### src/rtl/fcu_pkg.sv
package fcu_pkg;
  localparam logic [7:0] OP_READ_ARRAY = 8'hFF;
  localparam logic [7:0] OP_READ_STAT  = 8'h70;
  localparam logic [7:0] OP_CLEAR      = 8'h50;
  localparam logic [7:0] OP_SETUP      = 8'h20;
  localparam logic [7:0] OP_CONFIRM    = 8'hD0;

  typedef enum logic {ST_IDLE, ST_SETUP} dec_st_e;

  typedef struct packed {
    logic start;
    logic seq_err;
    logic vpp_err;
    logic lock_err;
    logic clr;
  } evt_t;
endpackage

### src/rtl/fcu_decode.sv
module fcu_decode import fcu_pkg::*; #(
  parameter int NUM_BLOCKS = 8,
  parameter int BLK_W      = 3
) (
  input  logic                  clk_i,
  input  logic                  rst_ni,
  input  logic                  cmd_we_i,
  input  logic [7:0]            cmd_data_i,
  input  logic [BLK_W-1:0]      cmd_blk_i,
  input  logic [NUM_BLOCKS-1:0] lock_bits_i,
  input  logic                  unlock_ovr_i,
  input  logic                  vpp_ok_i,
  input  logic                  busy_i,
  output evt_t                  evt_o,
  output logic                  mode_o,
  output logic [BLK_W-1:0]      blk_o
);
  dec_st_e          st_q, st_d;
  logic             mode_d;
  logic [BLK_W-1:0] blk_d;
  logic             acc;

  assign acc = cmd_we_i & ~busy_i;

  always_comb begin
    st_d   = st_q;
    mode_d = mode_o;
    blk_d  = blk_o;
    evt_o  = '0;
    if (acc) begin
      if (st_q == ST_SETUP) begin
        st_d = ST_IDLE;
        if (cmd_data_i == OP_CONFIRM && cmd_blk_i == blk_o) begin
          if (!vpp_ok_i)                               evt_o.vpp_err  = 1'b1;
          else if (lock_bits_i[blk_o] && !unlock_ovr_i) evt_o.lock_err = 1'b1;
          else                                          evt_o.start    = 1'b1;
        end else begin
          evt_o.seq_err = 1'b1;
        end
      end else begin
        unique case (cmd_data_i)
          OP_READ_ARRAY: mode_d = 1'b0;
          OP_READ_STAT:  mode_d = 1'b1;
          OP_CLEAR:      evt_o.clr = 1'b1;
          OP_SETUP: begin
            st_d   = ST_SETUP;
            blk_d  = cmd_blk_i;
            mode_d = 1'b1;
          end
          default: ;
        endcase
      end
    end
  end

  always_ff @(posedge clk_i or negedge rst_ni) begin
    if (!rst_ni) begin
      st_q   <= ST_IDLE;
      mode_o <= 1'b0;
      blk_o  <= '0;
    end else begin
      st_q   <= st_d;
      mode_o <= mode_d;
      blk_o  <= blk_d;
    end
  end
endmodule

### src/rtl/fcu_timer.sv
module fcu_timer #(
  parameter int ERASE_CYCLES = 16,
  localparam int CNT_W = $clog2(ERASE_CYCLES + 1)
) (
  input  logic clk_i,
  input  logic rst_ni,
  input  logic start_i,
  output logic busy_o,
  output logic done_o
);
  logic [CNT_W-1:0] cnt_q;

  assign done_o = busy_o && (cnt_q == '0);

  always_ff @(posedge clk_i or negedge rst_ni) begin
    if (!rst_ni) begin
      busy_o <= 1'b0;
      cnt_q  <= '0;
    end else if (start_i) begin
      busy_o <= 1'b1;
      cnt_q  <= CNT_W'(ERASE_CYCLES - 1);
    end else if (done_o) begin
      busy_o <= 1'b0;
    end else if (busy_o) begin
      cnt_q  <= cnt_q - 1'b1;
    end
  end
endmodule

### src/rtl/fcu_status.sv
module fcu_status import fcu_pkg::*; (
  input  logic clk_i,
  input  logic rst_ni,
  input  evt_t evt_i,
  input  logic done_i,
  input  logic fail_i,
  input  logic busy_i,
  output logic [7:0] status_o
);
  logic erase_err_q, seq_err_q, vpp_err_q, prot_err_q;

  always_ff @(posedge clk_i or negedge rst_ni) begin
    if (!rst_ni) begin
      erase_err_q <= 1'b0;
      seq_err_q   <= 1'b0;
      vpp_err_q   <= 1'b0;
      prot_err_q  <= 1'b0;
    end else if (evt_i.clr) begin
      erase_err_q <= 1'b0;
      seq_err_q   <= 1'b0;
      vpp_err_q   <= 1'b0;
      prot_err_q  <= 1'b0;
    end else begin
      if (evt_i.seq_err || evt_i.lock_err || (done_i && fail_i)) erase_err_q <= 1'b1;
      if (evt_i.seq_err)  seq_err_q  <= 1'b1;
      if (evt_i.vpp_err)  vpp_err_q  <= 1'b1;
      if (evt_i.lock_err) prot_err_q <= 1'b1;
    end
  end

  assign status_o = {~busy_i, 1'b0, erase_err_q, seq_err_q, vpp_err_q, 1'b0, prot_err_q, 1'b0};
endmodule

### src/rtl/flash_cmd_unit.sv
module flash_cmd_unit import fcu_pkg::*; #(
  parameter int NUM_BLOCKS   = 8,
  parameter int ERASE_CYCLES = 16,
  localparam int BLK_W = (NUM_BLOCKS > 1) ? $clog2(NUM_BLOCKS) : 1
) (
  input  logic                  clk_i,
  input  logic                  rst_ni,
  input  logic                  cmd_we_i,
  input  logic [7:0]            cmd_data_i,
  input  logic [BLK_W-1:0]      cmd_blk_i,
  input  logic [NUM_BLOCKS-1:0] lock_bits_i,
  input  logic                  unlock_ovr_i,
  input  logic                  vpp_ok_i,
  input  logic                  fail_inject_i,
  output logic [7:0]            status_o,
  output logic                  stat_mode_o,
  output logic [BLK_W-1:0]      erase_blk_o
);
  evt_t evt;
  logic busy, done, mode;

  fcu_decode #(.NUM_BLOCKS(NUM_BLOCKS), .BLK_W(BLK_W)) u_decode (
    .clk_i, .rst_ni, .cmd_we_i, .cmd_data_i, .cmd_blk_i, .lock_bits_i,
    .unlock_ovr_i, .vpp_ok_i,
    .busy_i (busy),
    .evt_o  (evt),
    .mode_o (mode),
    .blk_o  (erase_blk_o)
  );

  fcu_timer #(.ERASE_CYCLES(ERASE_CYCLES)) u_timer (
    .clk_i, .rst_ni,
    .start_i (evt.start),
    .busy_o  (busy),
    .done_o  (done)
  );

  fcu_status u_status (
    .clk_i, .rst_ni,
    .evt_i    (evt),
    .done_i   (done),
    .fail_i   (fail_inject_i),
    .busy_i   (busy),
    .status_o (status_o)
  );

  assign stat_mode_o = mode | busy;
endmodule

### config.mk
export PLATFORM = sky130hd
export DESIGN_NAME = flash_cmd_unit
export DESIGN_NICKNAME = d
export VERILOG_FILES = /design/src/rtl/fcu_pkg.sv /design/src/rtl/fcu_decode.sv /design/src/rtl/fcu_timer.sv /design/src/rtl/fcu_status.sv /design/src/rtl/flash_cmd_unit.sv
export SDC_FILE = /design/constraint.sdc
export NUM_CORES = 1
export LEC_CHECK = 0
export ABC_AREA = 0
export CORE_MARGIN = 2
export CORE_UTILIZATION = 41
export CTS_BUF_LIST = sky130_fd_sc_hd__clkbuf_4 sky130_fd_sc_hd__clkbuf_8
export DETAILED_ROUTE_END_ITERATION = 8
export DONT_BUFFER_PORTS = 1
export PLACE_DENSITY_LB_ADDON = 0.25
export SLEW_MARGIN = 20
export SYNTH_ARGS = -nofsm -noshare
export SYNTH_HDL_FRONTEND = slang
export SYNTH_SLANG_ARGS = --single-unit
### constraint.sdc
create_clock -name clk_i -period 2.4 [get_ports clk_i]
set_clock_uncertainty 0.05 [all_clocks]
set_input_delay 0.36 -clock clk_i [delete_from_list [all_inputs] [get_ports clk_i]]
set_output_delay 0.36 -clock clk_i [all_outputs]
set_load 0.02 [all_outputs]
==> flow_summary.ini, run 1 <==
[status]
status = finished clean

[grt]
grt_pass1_vias = 710
antenna_found_initial = 0
globalRouteTotalUtil = 0.1493
grt_pass1_wl_um = 2925
gr-total-overflow = 0
grt_start_max_net_pins = 16

[timing]
min_period_ns = 1.926
tightest_slew_ns = 0.7079
fin_ws_ns = 0.4739
max_slew_margin = 0.5265
finalHoldViolCount = 0
slew_violations = 0
rsz0062_at_grt = no
post-route-period-util = 0.8025
setup_tns_ns = 0
fmax_ghz = 0.5192
setup_viol = 0

[pwr]
leakage_nw = 0.4473
netSwitchingPower_uw = 113.5
pwr-share-seq = 0.580
combPwrFrac = 0.077
swShare = 0.2452
p_per_area_nw_per_um2 = 478.4
p_int_uw = 349.3
pwr-share-clk = 0.342
ir_drop_uv = 348.7

[job]
drv_cap = 0

[floorplan]
die_area_um2 = 2727
dieWidth_um = 52.22
initial_core_util = 0.4310
ios = 37
num_rows = 17
core-area_um2 = 2212
die_y_um = 52.22

[yosys]
yosysUniqueCellTypes = 40
synth_area_leaders = dfrtp_1, buf_4, mux2_2
synth_top_area_share = 0.3937
synth_seq_cells = 15
syn_area_per_cell_um2 = 9.829
synth_warnings = 0
ys_seq_area_frac = 0.3937
synth_area_um2 = 953.4
yosys.area.top_type = dfrtp_1
synthCells = 97

[clocking]
cts_setup_buffers = 0
cts-root-buf = clkbuf_4
clk_pin_slew_worst_paths_ns = 0.09
numCtsBuffers = 3
cts_max_level = 1
cts_tree = built
cts_buffer_depth = 2
insertion_delay_ns = 0.28
cts_sinks = 15

[drt]
detail-route-antenna-nets = 0
wl_per_cell_um = 15.05
drc = 0
first_pass_iters = 3
vias = 668
drtIter0Drc = 5
drt-total-wl_um = 1851
routed_via_density = 5.431

[placed_design]
post_dp_cell_area_um2 = 927.1
dpl.cell_count = 118
pre_cts_ws_ns = 0.4811
gp_congestion = 0.8310
hpwl_um = 1481
portBuffers = 0

[setup_path]
crit_chain = mux4_2, o22ai_2, o2111ai_2, and2_1
crit_arrival_ns = 2.06
start_kind = flop
crit_type = flop to flop
cpPeakStageDelay_ns = 0.59
critPathSlowestCell = dfrtp_1
cp.required_ns = 2.53
crit_fanout = 6
cp-end-kind = flop

[final_layout]
stdcell_area_um2 = 967.2
multi_input_comb_area_um2 = 494.2
final_common_cell = dfrtp_1
layout_common_cells = dfrtp_1, nand2_1, inv_1, nor2_1
nets = 123
final_layout_size_suffix_gt1_frac = 0.1579
areaGrowthSynthToFinish_pct = 1.444
insertedDiodeCount = 0
fillers = 226
stdcell_count = 123
seqCellArea_um2 = 375.4

[worst_hold_path]
hold_path.class = input pin to flop
==> critical path: cells and delay by family (launching register included) <==
kind               cells  cell delay, ns
DFF                    1            0.59
muxes                  1            0.57
AOI/OAI and AO/OA      2            0.41
and+or+nand+nor        1            0.20
==> power groups by stage <==
stage	logic (mW)	registers (mW)	clock network [mW]
floorplan	0.0410	0.268	0
global placement	0.0294	0.274	0
detailed placement	0.0300	0.274	0
CTS	0.0367	0.269	0.169
global route	0.0404	0.270	0.176
finish	0.0358	0.269	0.158
==> cell usage after synthesis <==
| master | n |
|---|---|
| a21o_1 | 1 |
| a21o_2 | 1 |
| a21oi_1 | 1 |
| a22o_1 | 1 |
| a2bb2oi_1 | 1 |
| and2_1 | 2 |
| and3_2 | 1 |
| buf_2 | 1 |
| buf_4 | 7 |
| buf_6 | 1 |
| conb_1 | 1 |
| dfrtp_1 | 15 |
| ha_1 | 2 |
| inv_1 | 6 |
| mux2_2 | 4 |
| mux2i_1 | 1 |
| mux4_2 | 1 |
| nand2_1 | 12 |
| nand3_1 | 3 |
| nand3b_1 | 2 |
| nand4_1 | 2 |
| nand4b_1 | 1 |
| nand4bb_1 | 1 |
| nor2_1 | 5 |
| nor3_1 | 2 |
| nor3_2 | 1 |
| nor3b_1 | 1 |
| nor4_1 | 1 |
| o2111ai_2 | 1 |
| o211ai_1 | 2 |
| o21ai_0 | 2 |
| o22ai_2 | 1 |
| o31ai_1 | 1 |
| o32ai_1 | 1 |
| or2_2 | 1 |
| or2b_1 | 1 |
| or4_1 | 1 |
| or4b_1 | 1 |
| xnor2_1 | 3 |
| xor2_1 | 4 |
==> timing repair <==
item | 4_1_cts | 5_1_grt
endpoints found under the hold margin | 15 | 0
resized for setup | 0 | 0
hold buffers | 1 | 0
==> path summary, 6_finish.rpt <==
check	from	end	slack [ns]	depth (start not counted)
max	u_decode.blk_o[0]	u_timer.cnt_q[4]	0.47	4
min	cmd_data_i[6]	u_decode.mode_o	0.10	1
max reg2reg	u_decode.blk_o[0]	u_timer.cnt_q[4]	0.47	4
min reg2reg	u_decode.st_q	u_decode.st_q	0.47	1
max in group asynchronous	rst_ni	u_decode.blk_o[1]	1.34	1
min in group asynchronous	rst_ni	u_status.seq_err_q	0.51	1
==> sequential cells by signal (all words and copies together), names as in the netlist <==
name / flops
u_decode.st_q: 1
u_decode.blk_o: 3
u_timer.busy_o: 1
u_timer.cnt_q: 5
u_decode.mode_o: 1
u_status.seq_err_q: 1
u_status.prot_err_q: 1
u_status.vpp_err_q: 1
u_status.erase_err_q: 1
==> through the flow <==
step / util / hold slack [ns] / power (mW)
floorplan: - / 0.01441 / 0.3088
global placement: 0.4191 / 0.01487 / 0.3029
detailed placement: 0.4191 / 0.01478 / 0.3040
CTS: 0.4372 / 0.08594 / 0.4741
global route: 0.4372 / 0.07631 / 0.4866
finish: 0.4372 / 0.1035 / 0.4627
==> metal layers <==
layer | global-route usage | share of wire | wire [um]
met4 | 0.04701 | 0.0059 | 11
met2 | 0.2489 | 0.49 | 914
met5 | 0 | 0 | 0
met1 | 0.1769 | 0.43 | 801
met3 | 0.05714 | 0.066 | 123
==> layout make-up <==
class                   count  area share
repair buffers              1     0.01035
flip-flops and latches     15      0.3881
inverters                   6     0.02329
well taps                  28     0.03622
multi-input cells          69      0.5110
clock buffers               4     0.03105
==> kinds of logic (layout without fill, tap and decap cells) <==
family	count (synthesis)	after routing	share of synthesized area
other	1	3	0.003933
AND/OR/NAND/NOR	38	38	0.2218
buffers and inverters	15	11	0.09579
AO/OA/AOI/OAI	13	13	0.1129
flip-flops	15	15	0.3937
adder cells (fa/ha/maj)	2	2	0.02624
XOR/XNOR	7	7	0.06431
multiplexers	6	6	0.08136
Note: power is estimated with default switching activity, not from simulation.
==> run 2: changes to the inputs <==
clock period = 2 ns   (was 2.4 ns; I/O delays follow)
==> flow_summary.ini, run 2 (synthesis results as in run 1) <==
[status]
status = finished clean

[timing]
post-route-period-util = 0.8841
rsz0062_at_grt = no
tightest_slew_ns = 0.6673
min_period_ns = 1.768
setup_viol = 0
fin_ws_ns = 0.2317
max_slew_margin = 0.5536
hold_slack_ns = 0.04222
setup_tns_ns = 0
slew_violations = 0
finalHoldViolCount = 0
fmax_ghz = 0.5655

[pwr]
leakage_nw = 0.4582
pwr-share-clk = 0.340
swShare = 0.2429
finalPower_uw = 554.9
combPwrFrac = 0.081
pwr-share-seq = 0.579
p_per_area_nw_per_um2 = 564.9
ir_drop_uv = 279.0
netSwitchingPower_uw = 134.8
p_int_uw = 420.1

[final_layout]
layout_common_cells = dfrtp_1, nand2_1, inv_1, nor2_1
largestRegisters = u_timer.cnt_q: 5 flops, u_decode.blk_o: 3 flops
regMostFlops = u_timer.cnt_q
seqCellArea_um2 = 375.4
insertedDiodeCount = 0
areaGrowthSynthToFinish_pct = 3.018
largest_reg_flops = 5
stdcell_area_um2 = 982.2
stdcell_count = 125
multi_input_comb_area_um2 = 494.2
fillers = 226
nets = 125
final_layout_size_suffix_gt1_frac = 0.1753
final_common_cell = dfrtp_1
final_util = 0.4440

[drt]
vias = 683
drc = 0
wl_met2_um = 851
wl_per_cell_um = 14.22
wl_met3_um = 127
first_pass_iters = 5
topRoutingLayerUsed = met4
detail-route-antenna-nets = 0
drt-total-wl_um = 1777
met1_length_um = 784
drtIter0Drc = 3
routed_via_density = 5.464

[clocking]
cts_buffer_depth = 2
insertion_delay_ns = 0.28
numCtsBuffers = 3
cts_max_level = 1
cts-root-buf = clkbuf_4
cts_tree = built
cts_resized = 0
cts_sinks = 15
clk_pin_slew_worst_paths_ns = 0.09

[worst_hold_path]
hold_path.class = input pin to flop

[placed_design]
pre_cts_ws_ns = 0.2049
portBuffers = 0
hpwl_um = 1451
dpl.cell_count = 120
gp_congestion = 0.7413
post_dp_cell_area_um2 = 942.2

[floorplan]
ios = 37
initial_core_util = 0.4310
dieWidth_um = 52.22
num_rows = 17
die_area_um2 = 2727
die_y_um = 52.22
core-area_um2 = 2212

[setup_path]
crit_fanout = 6
cp-startpoint = u_decode.blk_o[0]
crit_type = flop to flop
r2r_slack_ns = 0.23
r2r-start = u_decode.blk_o[0]
cp-end-kind = flop
cp-endpoint = u_timer.cnt_q[4]
start_kind = flop
crit_arrival_ns = 1.90
rr_worst_depth = 4
reg2reg_to = u_timer.cnt_q[4]
cp.required_ns = 2.13

[grt]
gr-total-overflow = 0
grt_pass1_wl_um = 2753
globalRouteTotalUtil = 0.1433
grt_pass1_vias = 639
grt_start_max_net_pins = 16
antenna_found_initial = 0

[job]
drv_cap = 0
-- run 2: cell types whose count changed in the layout (fill, tap and decap cells not counted) --
cell   previous run  this run
buf_4             0         2
-- run 2: worst min path at each step --
stage                        startpoint                 to  cells past startpoint
after CTS                 cmd_data_i[6]    u_decode.mode_o                      1
after detailed placement         rst_ni   u_timer.cnt_q[2]                      0
after global placement           rst_ni   u_timer.cnt_q[2]                      0
after floorplan                  rst_ni  u_decode.blk_o[0]                      0
final                     cmd_data_i[6]    u_decode.mode_o                      1
after global routing      cmd_data_i[6]    u_decode.mode_o                      1
-- run 2: final cells by class --
class	count	area share
flip-flops and latches	15	0.3822
repair buffers	3	0.02548
clock buffers	4	0.03057
well taps	28	0.03567
inverters	6	0.02293
multi-input cells	69	0.5032
-- run 2: worst max-delay path, stage by stage, from the launching register on --
cell and delay (ns):
dfrtp_1 0.45, mux4_2 0.54, o22ai_2 0.19, o2111ai_2 0.24
and2_1 0.21
-- run 2: layer usage --
layer,track usage,vias to the layer above
li1,-,330
met1,0.1913,327
met2,0.2068,24
met3,0.06000,2
met4,0.05128,0
met5,0,-
-- run 2: what timing repair did --
item	4_1_cts	5_1_grt
hold buffers	1	0
endpoints found under the hold margin	15	0
endpoints found under the setup margin	0	0
setup buffers	0	0
-- run 2: power groups by stage --
stage	Sequential [mW]	Clock [mW]	Combinational, mW
4_1_cts	0.321	0.198	0.0461
6_report	0.321	0.189	0.0452
3_5_place_dp	0.327	0	0.0384
3_3_place_gp	0.327	0	0.0379
2_1_floorplan	0.321	0	0.0492
5_1_grt	0.323	0.210	0.0510
